File: src/rtl/pbf_pkg.sv
package pbf_pkg;

    // Data-phase sequencer states
    typedef enum logic [1:0] {
        DP_IDLE     = 2'd0,
        DP_SLAVE    = 2'd1,
        DP_UNMAPPED = 2'd2
    } dphase_e;

endpackage

File: src/rtl/pbf_rr_arbiter.sv
module pbf_rr_arbiter #(
    parameter int N_MST = 3,
    localparam int IDXW = (N_MST > 1) ? $clog2(N_MST) : 1
) (
    input  logic             clk,
    input  logic             rst_n,
    input  logic [N_MST-1:0] req,
    input  logic             hready,
    output logic [N_MST-1:0] gnt,
    output logic [IDXW-1:0]  a_owner,
    output logic             a_valid,
    output logic             accept
);

    logic [N_MST-1:0] gnt_q;
    logic [N_MST-1:0] gnt_nxt;
    logic [IDXW-1:0]  ptr_q;
    logic [IDXW-1:0]  ptr_nxt;

    // Current owner, accept and next grant search
    always_comb begin
        int  idx;
        logic found;
        a_owner = '0;
        for (int i = 0; i < N_MST; i++) begin
            if (gnt_q[i]) a_owner = IDXW'(i);
        end
        a_valid = |(gnt_q & req);
        accept  = a_valid && hready;
        if (accept) begin
            ptr_nxt = (a_owner == IDXW'(N_MST - 1)) ? '0 : a_owner + IDXW'(1);
        end else begin
            ptr_nxt = ptr_q;
        end
        gnt_nxt = '0;
        found   = 1'b0;
        for (int k = 0; k < N_MST; k++) begin
            idx = (int'(ptr_nxt) + k) % N_MST;
            if (!found && req[idx]) begin
                gnt_nxt[idx] = 1'b1;
                found        = 1'b1;
            end
        end
    end

    // Grant and pointer registers, frozen during a stall
    always_ff @(posedge clk) begin
        if (!rst_n) begin
            gnt_q <= '0;
            ptr_q <= '0;
        end else if (hready) begin
            gnt_q <= gnt_nxt;
            ptr_q <= ptr_nxt;
        end
    end

    assign gnt = gnt_q;

    AST_GNT_ONEHOT: assert property (@(posedge clk) disable iff (!rst_n)
        $onehot0(gnt_q));

    AST_NO_REQ_NO_GNT: assert property (@(posedge clk) disable iff (!rst_n)
        (hready && (req == '0)) |=> (gnt_q == '0));

    AST_GNT_FROZEN: assert property (@(posedge clk) disable iff (!rst_n)
        !hready |=> $stable(gnt_q));

endmodule

File: src/rtl/pbf_addr_decode.sv
module pbf_addr_decode #(
    parameter int AW       = 16,
    parameter int N_SLV    = 4,
    parameter int REGION_W = 4,
    localparam int SIDXW   = (N_SLV > 1) ? $clog2(N_SLV) : 1
) (
    input  logic [AW-1:0]    addr,
    input  logic             valid,
    output logic [N_SLV-1:0] sel,
    output logic             hit,
    output logic [SIDXW-1:0] sidx
);

    logic [REGION_W-1:0] region;
    assign region = addr[AW-1 -: REGION_W];

    for (genvar i = 0; i < N_SLV; i++) begin : g_region
        assign sel[i] = valid && (region == REGION_W'(i));
    end

    assign hit = |sel;

    always_comb begin
        sidx = '0;
        for (int i = 0; i < N_SLV; i++) begin
            if (sel[i]) sidx = SIDXW'(i);
        end
    end

endmodule

File: src/rtl/pbf_dphase_fsm.sv
module pbf_dphase_fsm
    import pbf_pkg::*;
#(
    parameter int N_MST  = 3,
    parameter int N_SLV  = 4,
    localparam int IDXW  = (N_MST > 1) ? $clog2(N_MST) : 1,
    localparam int SIDXW = (N_SLV > 1) ? $clog2(N_SLV) : 1
) (
    input  logic             clk,
    input  logic             rst_n,
    input  logic             accept,
    input  logic             hit,
    input  logic [IDXW-1:0]  a_owner,
    input  logic [SIDXW-1:0] a_sidx,
    input  logic             a_write,
    input  logic [N_SLV-1:0] slv_ready,
    output dphase_e          state,
    output logic [IDXW-1:0]  d_owner,
    output logic [SIDXW-1:0] d_sidx,
    output logic             d_write,
    output logic             hready
);

    dphase_e          state_q;
    dphase_e          state_nxt;
    logic [IDXW-1:0]  owner_q;
    logic [SIDXW-1:0] sidx_q;
    logic             write_q;

    // Next-state selection
    always_comb begin
        state_nxt = state_q;
        if (hready) begin
            if (accept && hit)       state_nxt = DP_SLAVE;
            else if (accept && !hit) state_nxt = DP_UNMAPPED;
            else                     state_nxt = DP_IDLE;
        end
    end

    // State register with data-phase context
    always_ff @(posedge clk) begin
        if (!rst_n) begin
            state_q <= DP_IDLE;
            owner_q <= '0;
            sidx_q  <= '0;
            write_q <= 1'b0;
        end else if (hready) begin
            state_q <= state_nxt;
            owner_q <= a_owner;
            sidx_q  <= a_sidx;
            write_q <= a_write;
        end
    end

    // Outputs
    always_comb begin
        unique case (state_q)
            DP_IDLE:     hready = 1'b1;
            DP_SLAVE:    hready = slv_ready[sidx_q];
            DP_UNMAPPED: hready = 1'b1;
            default:     hready = 1'b1;
        endcase
    end

    assign state   = state_q;
    assign d_owner = owner_q;
    assign d_sidx  = sidx_q;
    assign d_write = write_q;

    AST_DP_FROZEN: assert property (@(posedge clk) disable iff (!rst_n)
        !hready |=> ($stable(state_q) && $stable(owner_q) && $stable(sidx_q)));

    AST_ACCEPT_STARTS_DP: assert property (@(posedge clk) disable iff (!rst_n)
        accept |=> (state_q != DP_IDLE));

    AST_UNMAPPED_ONE_CYCLE: assert property (@(posedge clk) disable iff (!rst_n)
        (state_q == DP_UNMAPPED && !accept) |=> (state_q == DP_IDLE));

endmodule

File: src/rtl/pipe_bus_fabric.sv
module pipe_bus_fabric
    import pbf_pkg::*;
#(
    parameter int N_MST    = 3,
    parameter int N_SLV    = 4,
    parameter int AW       = 16,
    parameter int DW       = 16,
    parameter int REGION_W = 4
) (
    input  logic               clk,
    input  logic               rst_n,
    input  logic [N_MST-1:0]   m_req,
    input  logic [N_MST*AW-1:0] m_addr,
    input  logic [N_MST-1:0]   m_write,
    input  logic [N_MST*DW-1:0] m_wdata,
    output logic [N_MST-1:0]   m_gnt,
    output logic               m_ready,
    output logic [DW-1:0]      m_rdata,
    output logic [N_MST-1:0]   m_downer,
    output logic [N_SLV-1:0]   s_sel,
    output logic [AW-1:0]      s_addr,
    output logic               s_write,
    output logic [DW-1:0]      s_wdata,
    output logic               s_dwe,
    input  logic [N_SLV*DW-1:0] s_rdata,
    input  logic [N_SLV-1:0]   s_ready
);

    localparam int IDXW  = (N_MST > 1) ? $clog2(N_MST) : 1;
    localparam int SIDXW = (N_SLV > 1) ? $clog2(N_SLV) : 1;

    logic [AW-1:0] addr_arr  [N_MST];
    logic [DW-1:0] wdata_arr [N_MST];
    logic [DW-1:0] rdata_arr [N_SLV];

    for (genvar i = 0; i < N_MST; i++) begin : g_mst
        assign addr_arr[i]  = m_addr[i*AW +: AW];
        assign wdata_arr[i] = m_wdata[i*DW +: DW];
    end

    for (genvar j = 0; j < N_SLV; j++) begin : g_slv
        assign rdata_arr[j] = s_rdata[j*DW +: DW];
    end

    logic             hready;
    logic [IDXW-1:0]  a_owner;
    logic             a_valid;
    logic             accept;
    logic             hit;
    logic [SIDXW-1:0] a_sidx;
    dphase_e          state;
    logic [IDXW-1:0]  d_owner;
    logic [SIDXW-1:0] d_sidx;
    logic             d_write;
    logic [AW-1:0]    a_addr;
    logic             a_write;

    pbf_rr_arbiter #(.N_MST(N_MST)) u_arb (
        .clk     (clk),
        .rst_n   (rst_n),
        .req     (m_req),
        .hready  (hready),
        .gnt     (m_gnt),
        .a_owner (a_owner),
        .a_valid (a_valid),
        .accept  (accept)
    );

    // Address-phase mux from the granted master
    assign a_addr  = addr_arr[a_owner];
    assign a_write = m_write[a_owner];

    pbf_addr_decode #(.AW(AW), .N_SLV(N_SLV), .REGION_W(REGION_W)) u_dec (
        .addr  (a_addr),
        .valid (a_valid),
        .sel   (s_sel),
        .hit   (hit),
        .sidx  (a_sidx)
    );

    pbf_dphase_fsm #(.N_MST(N_MST), .N_SLV(N_SLV)) u_fsm (
        .clk       (clk),
        .rst_n     (rst_n),
        .accept    (accept),
        .hit       (hit),
        .a_owner   (a_owner),
        .a_sidx    (a_sidx),
        .a_write   (a_write),
        .slv_ready (s_ready),
        .state     (state),
        .d_owner   (d_owner),
        .d_sidx    (d_sidx),
        .d_write   (d_write),
        .hready    (hready)
    );

    assign s_addr  = a_addr;
    assign s_write = a_write;
    assign m_ready = hready;

    // Data-phase muxes follow the data-phase owner, not the grant
    assign s_wdata = wdata_arr[d_owner];
    assign s_dwe   = (state == DP_SLAVE) && d_write;
    assign m_rdata = (state == DP_SLAVE) ? rdata_arr[d_sidx] : '0;

    for (genvar i = 0; i < N_MST; i++) begin : g_down
        assign m_downer[i] = (state != DP_IDLE) && (d_owner == IDXW'(i));
    end

    AST_SEL_ONEHOT: assert property (@(posedge clk) disable iff (!rst_n)
        $onehot0(s_sel));

    AST_DOWNER_ONEHOT: assert property (@(posedge clk) disable iff (!rst_n)
        $onehot0(m_downer));

    AST_SEL_NEEDS_GNT: assert property (@(posedge clk) disable iff (!rst_n)
        (s_sel != '0) |-> ((m_gnt & m_req) != '0));

endmodule

File: config.mk
export PLATFORM = sky130hd
export DESIGN_NAME = pipe_bus_fabric
export DESIGN_NICKNAME = d
export VERILOG_FILES = /design/src/rtl/pbf_pkg.sv /design/src/rtl/pbf_rr_arbiter.sv /design/src/rtl/pbf_addr_decode.sv /design/src/rtl/pbf_dphase_fsm.sv /design/src/rtl/pipe_bus_fabric.sv
export SDC_FILE = /design/constraint.sdc
export NUM_CORES = 1
export LEC_CHECK = 0
export ABC_AREA = 1
export CORE_AREA = 2 2 90 92
export DETAILED_ROUTE_END_ITERATION = 10
export DIE_AREA = 0 0 92 94
export DONT_BUFFER_PORTS = 1
export SLEW_MARGIN = 15
export SYNTH_ARGS = -nofsm -noshare
export SYNTH_HDL_FRONTEND = slang
export SYNTH_SLANG_ARGS = --single-unit
File: constraint.sdc
create_clock -name clk -period 2.8 [get_ports clk]
set_input_delay 0.42 -clock clk [delete_from_list [all_inputs] [get_ports clk]]
set_output_delay 0.42 -clock clk [all_outputs]
set_load 0.1 [all_outputs]
==> summary.md, run 1 <==
| Metric | Value |
|---|---|
| Minimum clock period | `2.37 ns` |
| DP HPWL | `7310 um` |
| Die X | `92 um` |
| CORE AREA | `0.00761 mm^2` |
| Top-level port count | `233` |
| Syn-to-layout area delta | `50.4%` |
| Postcts setup bufs | `0` |
| Root Driver | `clkbuf_8` |
| Count leader, synth | `nand2_1` |
| Port Buffers | `0` |
| Worst EP arrival | `1.95 ns` |
| Setup WS post-layout | `0.429 ns` |
| Run status | `complete, no violations` |
| Fraction of layout cells with a size suffix above 1 | `25.1%` |
| Worst hold slack | `0.298 ns` |
| Ys Warns | `0` |
| GR Util met1 | `17.9%` |
| CTS tree | `done` |
| P_int | `1.25 mW` |
| CTS Sinks | `12` |
| Met3 usage | `3.85%` |
| Hold_buf cts | `0` |
| Detail Route Antenna Nets | `0` |
| Reg2Reg Launch Point | `u_fsm.d_sidx[0]` |
| First-pass GRT wire length | `12400 um` |
| R2R Setup Slk | `0.44 ns` |
| Die height | `94 um` |
| GR peak layer | `met2` |
| R2R depth | `17` |
| Final core occ | `41.3%` |
| Final Total Pwr | `3.82 mW` |
| Crit-path max FO | `18` |
| H-tree levels | `1` |
| Fillers | `807` |
| Drt total wl | `8780 um` |
| Slew at the pin with the worst max-slew slack | `0.606 ns` |
| Num CTS Buffers | `3` |
| ANT cells | `0` |
| Power share of the combinational group | `88.6%` |
| FP Rows | `32` |
| Met2 Resource Use GR | `35.8%` |
| Final setup violation count | `0` |
| R2r endpoint | `u_arb.gnt[2]` |
| Synth Cell Area | `0.00209 mm^2` |
| Placed Area | `0.00308 mm^2` |
| Nets | `639` |
| Hold_sp | `rst_n` |
| Crit end category | `output port` |
| Avg Cell Area, Syn | `5.05 um^2` |
| RSZ-0062 raised after global routing | `no` |
| Antenna violations before repair | `0` |
| GR Overflow Total | `0` |
| Syn nets | `589` |
| Asr flop ratio synth | `0%` |
| Netlist cell types | `25` |
| EDFF count, synth | `0` |
| Design area | `0.00314 mm^2` |
| Area contributors post-synth | `nand2_1 19%, nor2_1 15%, dfxtp_1 12%, nand3_1 9.6%, o21ai_0 8.9%` |
| Clk slew on worst S/H paths | `0.06 ns` |
| Most used DFF post-synth | `dfxtp_1` |
| Maximum vdd drop | `0.606 mV` |
| PwrDens | `1220 mW/mm^2` |
| Top cell types by occurrence after synthesis | `106 x nand2_1, 85 x nor2_1, 40 x inv_1, 40 x nand3_1, 37 x o21ai_0` |
| Largest net degree at the start of global routing | `33` |
| #FFs+latches synth | `12` |
| Hold Fails Final Rpt | `0` |
| Die area | `0.00865 mm^2` |
| Post-synth top area share | `19.1%` |
| Slew headroom | `59.6%` |
| Pre-CTS setup slack | `0.470 ns` |
| Min-Delay Endpoint | `u_arb.gnt[1]` |
| Detailed-route via count | `2971` |
| Initial cell density of the core | `27.4%` |
| Sw frac | `67.2%` |
| Setup crit start kind | `register` |
| Highest clock rate | `0.422 GHz` |
| Seq/Total Area, Yosys | `11.5%` |
| Placed insts | `560` |
| Clock Skews | `0.00587 ns` |
| LEAKAGE | `1.48 nW` |
| Hold-critical path depth | `2` |
| Clock network power share | `5.1%` |
| Vias per cell | `5.27` |
| Number of global-route vias before repair | `2675` |
| Max Buffers Root-to-Sink | `2` |
| Drt first-iter violations | `107` |
| Crit path required time | `2.38 ns` |
| Setup TNS | `0 ns` |
| Drt first pass iters | `4` |
| Tcrit/Tclk final | `84.7%` |
| NetSw | `2.57 mW` |
| GRT Total Usage | `17.7%` |
| Max Slew Vio Count | `0` |
| Type of the worst min-delay path | `input port to register` |
| Post-Synthesis Cells | `413` |
| PostCTS Resize Cnt | `0` |
| Max Cap Violations | `0` |
| Non-Filler Instances | `564` |
| Synth area leader | `nand2_1` |
| Clock latency on the worst-skew pair | `0.25 ns` |
| RD Place Congestion | `0.919` |
| Sequential power share | `6.4%` |
| Setup Crit Path Kind | `register to output port` |
| Drc violations | `0` |
| Drt wl/cell | `15.6 um` |
-- cell usage in the layout (no fill, tap or decap) --
cell       count
nand2_1      106
nor2_1        78
buf_4         48
inv_1         40
nand3_1       38
o21ai_0       37
a21oi_2       16
o211ai_1      16
clkbuf_16     16
a21oi_1        9
dfxtp_1        9
nor2_4         6
nor2_2         4
nand3_2        4
nand4_1        4
ha_1           4
clkbuf_8       4
buf_12         4
inv_2          3
dfxtp_2        3
o21ai_2        2
nand3_4        2
nor3_1         2
o211ai_4       1
nand2_2        1
clkinv_1       1
inv_4          1
or2_1          1
nor3_4         1
nand3b_1       1
-- kinds of logic (layout without fill, tap and decap cells) --
family | count (synthesis) | count (layout) | synth area share (%)
AND/OR/NAND/NOR | 248 | 248 | 50.1
AO/OA/AOI/OAI | 81 | 81 | 22.5
flip-flops | 12 | 12 | 11.5
adder cells (fa/ha/maj) | 4 | 4 | 2.40
buffers and inverters | 68 | 117 | 13.5
-- routing by layer --
metal  routed length, um  share of wire (%)
met3                 884                 10
met5                   0                  0
met2                4700                 54
met4                 147                1.7
met1                3050                 35
-- sequential cells by signal (all words and copies together), names as in the netlist --
| register | cells |
|---|---|
| u_fsm.d_owner | 2 |
| u_fsm.d_write | 1 |
| u_arb.ptr_q | 2 |
| u_arb.gnt | 3 |
| u_fsm.state | 2 |
| u_fsm.d_sidx | 2 |
-- worst max path at each step --
stage | to | startpoint | cells past startpoint | slack (ns)
3_5_place_dp | u_arb.gnt[2] | m_req[1] | 15 | 0.47
4_1_cts | s_sel[1] | u_arb.gnt[2] | 7 | 0.40
3_3_place_gp | u_arb.gnt[2] | m_req[1] | 15 | 0.59
5_1_grt | u_arb.gnt[2] | u_fsm.d_sidx[0] | 17 | 0.17
6_report | s_sel[1] | u_arb.gnt[2] | 7 | 0.43
2_1_floorplan | m_rdata[11] | u_fsm.d_sidx[0] | 6 | -0.01
-- power by group through the flow --
stage          registers, mW  logic [mW]  clock network (mW)
2_1_floorplan          0.294        2.43                   0
4_1_cts                0.245        3.38               0.194
3_5_place_dp           0.248        3.37                   0
6_report               0.244        3.39               0.193
5_1_grt                0.250        3.54               0.201
3_3_place_gp           0.246        3.33                   0
-- critical path, cell delays in order (launching register included) --
cell and delay, ns:
dfxtp_2 0.36, buf_4 0.29, nand2_1 0.17, nand3_4 0.10
nor2_4 0.17, nand4_1 0.24, nor2_4 0.18, buf_12 0.18
-- area by class of cell --
type | instances | area, um^2 | share of cell area [%]
multi-input cells | 333 | 1700 | 54.1
clock buffers | 4 | 55.1 | 1.75
repair buffers | 68 | 841 | 26.8
well taps | 102 | 128 | 4.07
inverters | 45 | 171 | 5.46
flip-flops and latches | 12 | 244 | 7.78
No activity file was read; power rests on OpenSTA's default activity.
==> run 2, diff against run 1 <==
==> constraint.sdc (replaced) <==
create_clock -name clk -period 2.3 [get_ports clk]
set_input_delay 0.345 -clock clk [delete_from_list [all_inputs] [get_ports clk]]
set_output_delay 0.345 -clock clk [all_outputs]
set_load 0.1 [all_outputs]
==> summary.md, run 2 (synthesis results as in run 1) <==
| Metric | Value |
|---|---|
| Max Slew Vio Count | `0` |
| Slew at the pin with the worst max-slew slack | `0.667 ns` |
| Tcrit/Tclk final | `96.5%` |
| Top-level port count | `233` |
| GR peak layer | `met2` |
| Detailed-route via count | `2986` |
| Minimum clock period | `2.22 ns` |
| Root Driver | `clkbuf_8` |
| DP HPWL | `7100 um` |
| CTS Sinks | `12` |
| Placed insts | `566` |
| Final Total Pwr | `5.04 mW` |
| Hold-critical path depth | `2` |
| Drt wl/cell | `15.4 um` |
| LEAKAGE | `1.58 nW` |
| First-pass GRT wire length | `12600 um` |
| CORE AREA | `0.00761 mm^2` |
| Die height | `94 um` |
| Max Buffers Root-to-Sink | `2` |
| Commonest cells after routing, fill and taps aside | `104 x nand2_1, 75 x nor2_1, 37 x nand3_1, 37 x o21ai_0` |
| Crit path required time | `2.48 ns` |
| Syn-to-layout area delta | `69.2%` |
| Crit path depth | `17` |
| Highest clock rate | `0.451 GHz` |
| Final core occ | `46.4%` |
| Setup crit start kind | `register` |
| Type of the worst min-delay path | `input port to register` |
| Nets | `647` |
| Met2 Resource Use GR | `34.0%` |
| Max Cap Violations | `0` |
| Drt total wl | `8810 um` |
| Clk slew on worst S/H paths | `0.06 ns` |
| Non-Filler Instances | `572` |
| Vias per cell | `5.22` |
| GR Util met1 | `20.4%` |
| RD Place Congestion | `0.947` |
| Drt first-iter violations | `114` |
| Number of global-route vias before repair | `2654` |
| Commonest non-fill, non-tap cell in the layout | `nand2_1` |
| Worst EP arrival | `2.40 ns` |
| Slew headroom | `55.5%` |
| Antenna violations before repair | `0` |
| Port Buffers | `0` |
| R2R depth | `17` |
| Crit-path max FO | `6` |
| Initial cell density of the core | `27.4%` |
| Maximum vdd drop | `0.913 mV` |
| Fraction of layout cells with a size suffix above 1 | `30.0%` |
| Clock Skews | `0.00401 ns` |
| Detail Route Antenna Nets | `0` |
| Setup Crit Path Kind | `register to register` |
| Clock latency on the worst-skew pair | `0.25 ns` |
| GRT Total Usage | `17.8%` |
| Die area | `0.00865 mm^2` |
| Drc violations | `0` |
| Largest net degree at the start of global routing | `33` |
| ANT cells | `0` |
| Die X | `92 um` |
| Hold Fails Final Rpt | `0` |
| CP most frequent cell | `nand2_1` |
| Met3 usage | `3.45%` |
| FP Rows | `32` |
| CTS tree | `done` |
| Final setup violation count | `0` |
| Crit-path leading delay family | `simple AND/OR/NAND/NOR gates` |
| Drt first pass iters | `5` |
| CP Cell Sequence | `inv_2 > o211ai_4 > nand2_4 > nand2_1 > o21ai_4 > inv_1 > ha_2 > inv_2 > nand2_1 > nand2_1 > nand2_1 > nand2_2 > nor2_2 > nand2_1 > nand2_1 > nor2_1 > nor2_1` |
| Max FFs per register | `3` |
| CP max-delay cell | `dfxtp_4` |
| CP max stage delay | `0.37 ns` |
| PwrDens | `1430 mW/mm^2` |
| Num CTS Buffers | `3` |
| Sum of buffers and inverters on the critical path | `3` |
| Crit end category | `register` |
| GR Overflow Total | `0` |
| Hold_buf cts | `0` |
| H-tree levels | `1` |
| Run status | `complete, no violations` |
-- run 2: where the power goes --
group	switching (mW)	internal, mW
sequential	0.0409	0.265
clock	0.0868	0.152
combinational	3.15	1.34
total	3.28	1.76
-- run 2: per-layer routing --
layer / wire length (um) / up-vias / part of all wire [%]
li1: - / 1444 / -
met1: 3280 / 1330 / 37
met2: 4640 / 195 / 53
met3: 759 / 17 / 8.6
met4: 122 / 0 / 1.4
met5: 0 / - / 0
-- run 2: metrics by stage --
stage / worst slack, ns / hold WS, ns / instance area, um^2 / TNS, ns
finish: 0.0814 / 0.222 / 3530 / 0
global route: -0.0451 / 0.233 / 3530 / -0.104
CTS: 0.0146 / 0.218 / 3450 / 0
detailed placement: 0.0369 / 0.469 / 3390 / 0
global placement: 0.194 / 0.464 / 3390 / 0
floorplan: -0.439 / 0.429 / 2200 / -11.83
-- run 2: path summary, 6_finish.rpt --
path | from | endpoint | slack (ns)
worst max-delay path | u_arb.gnt[1] | u_arb.gnt[0] | 0.08
worst min-delay path | rst_n | u_fsm.d_owner[0] | 0.22
worst max register to register | u_arb.gnt[1] | u_arb.gnt[0] | 0.08
worst min register to register | u_fsm.d_write | u_fsm.d_write | 0.47
-- run 2: area by class of cell --
cell class / count / area, um^2
Fill cell: 733 / 4080
Tap cell: 102 / 128
Sequential cell: 12 / 255
Clock buffer: 4 / 55.1
Inverter: 45 / 175
Timing Repair Buffer: 76 / 1150
Multi-Input combinational cell: 333 / 1770
-- run 2: worst reg2reg max path: cells and delay by family, from the launching register on --
family / cells / cell delay, ns
compound gates: 2 / 0.37
simple gates: 11 / 0.98
buf+inv: 3 / 0.21
flops: 1 / 0.37
fa+ha+maj: 1 / 0.22
-- run 2: repair_timing --
item,in CTS,in global routing
pin swaps,2,3
endpoints found under the hold margin,0,0
buffers inserted,1,1
resized for setup,2,18
setup endpoints to repair,18,22
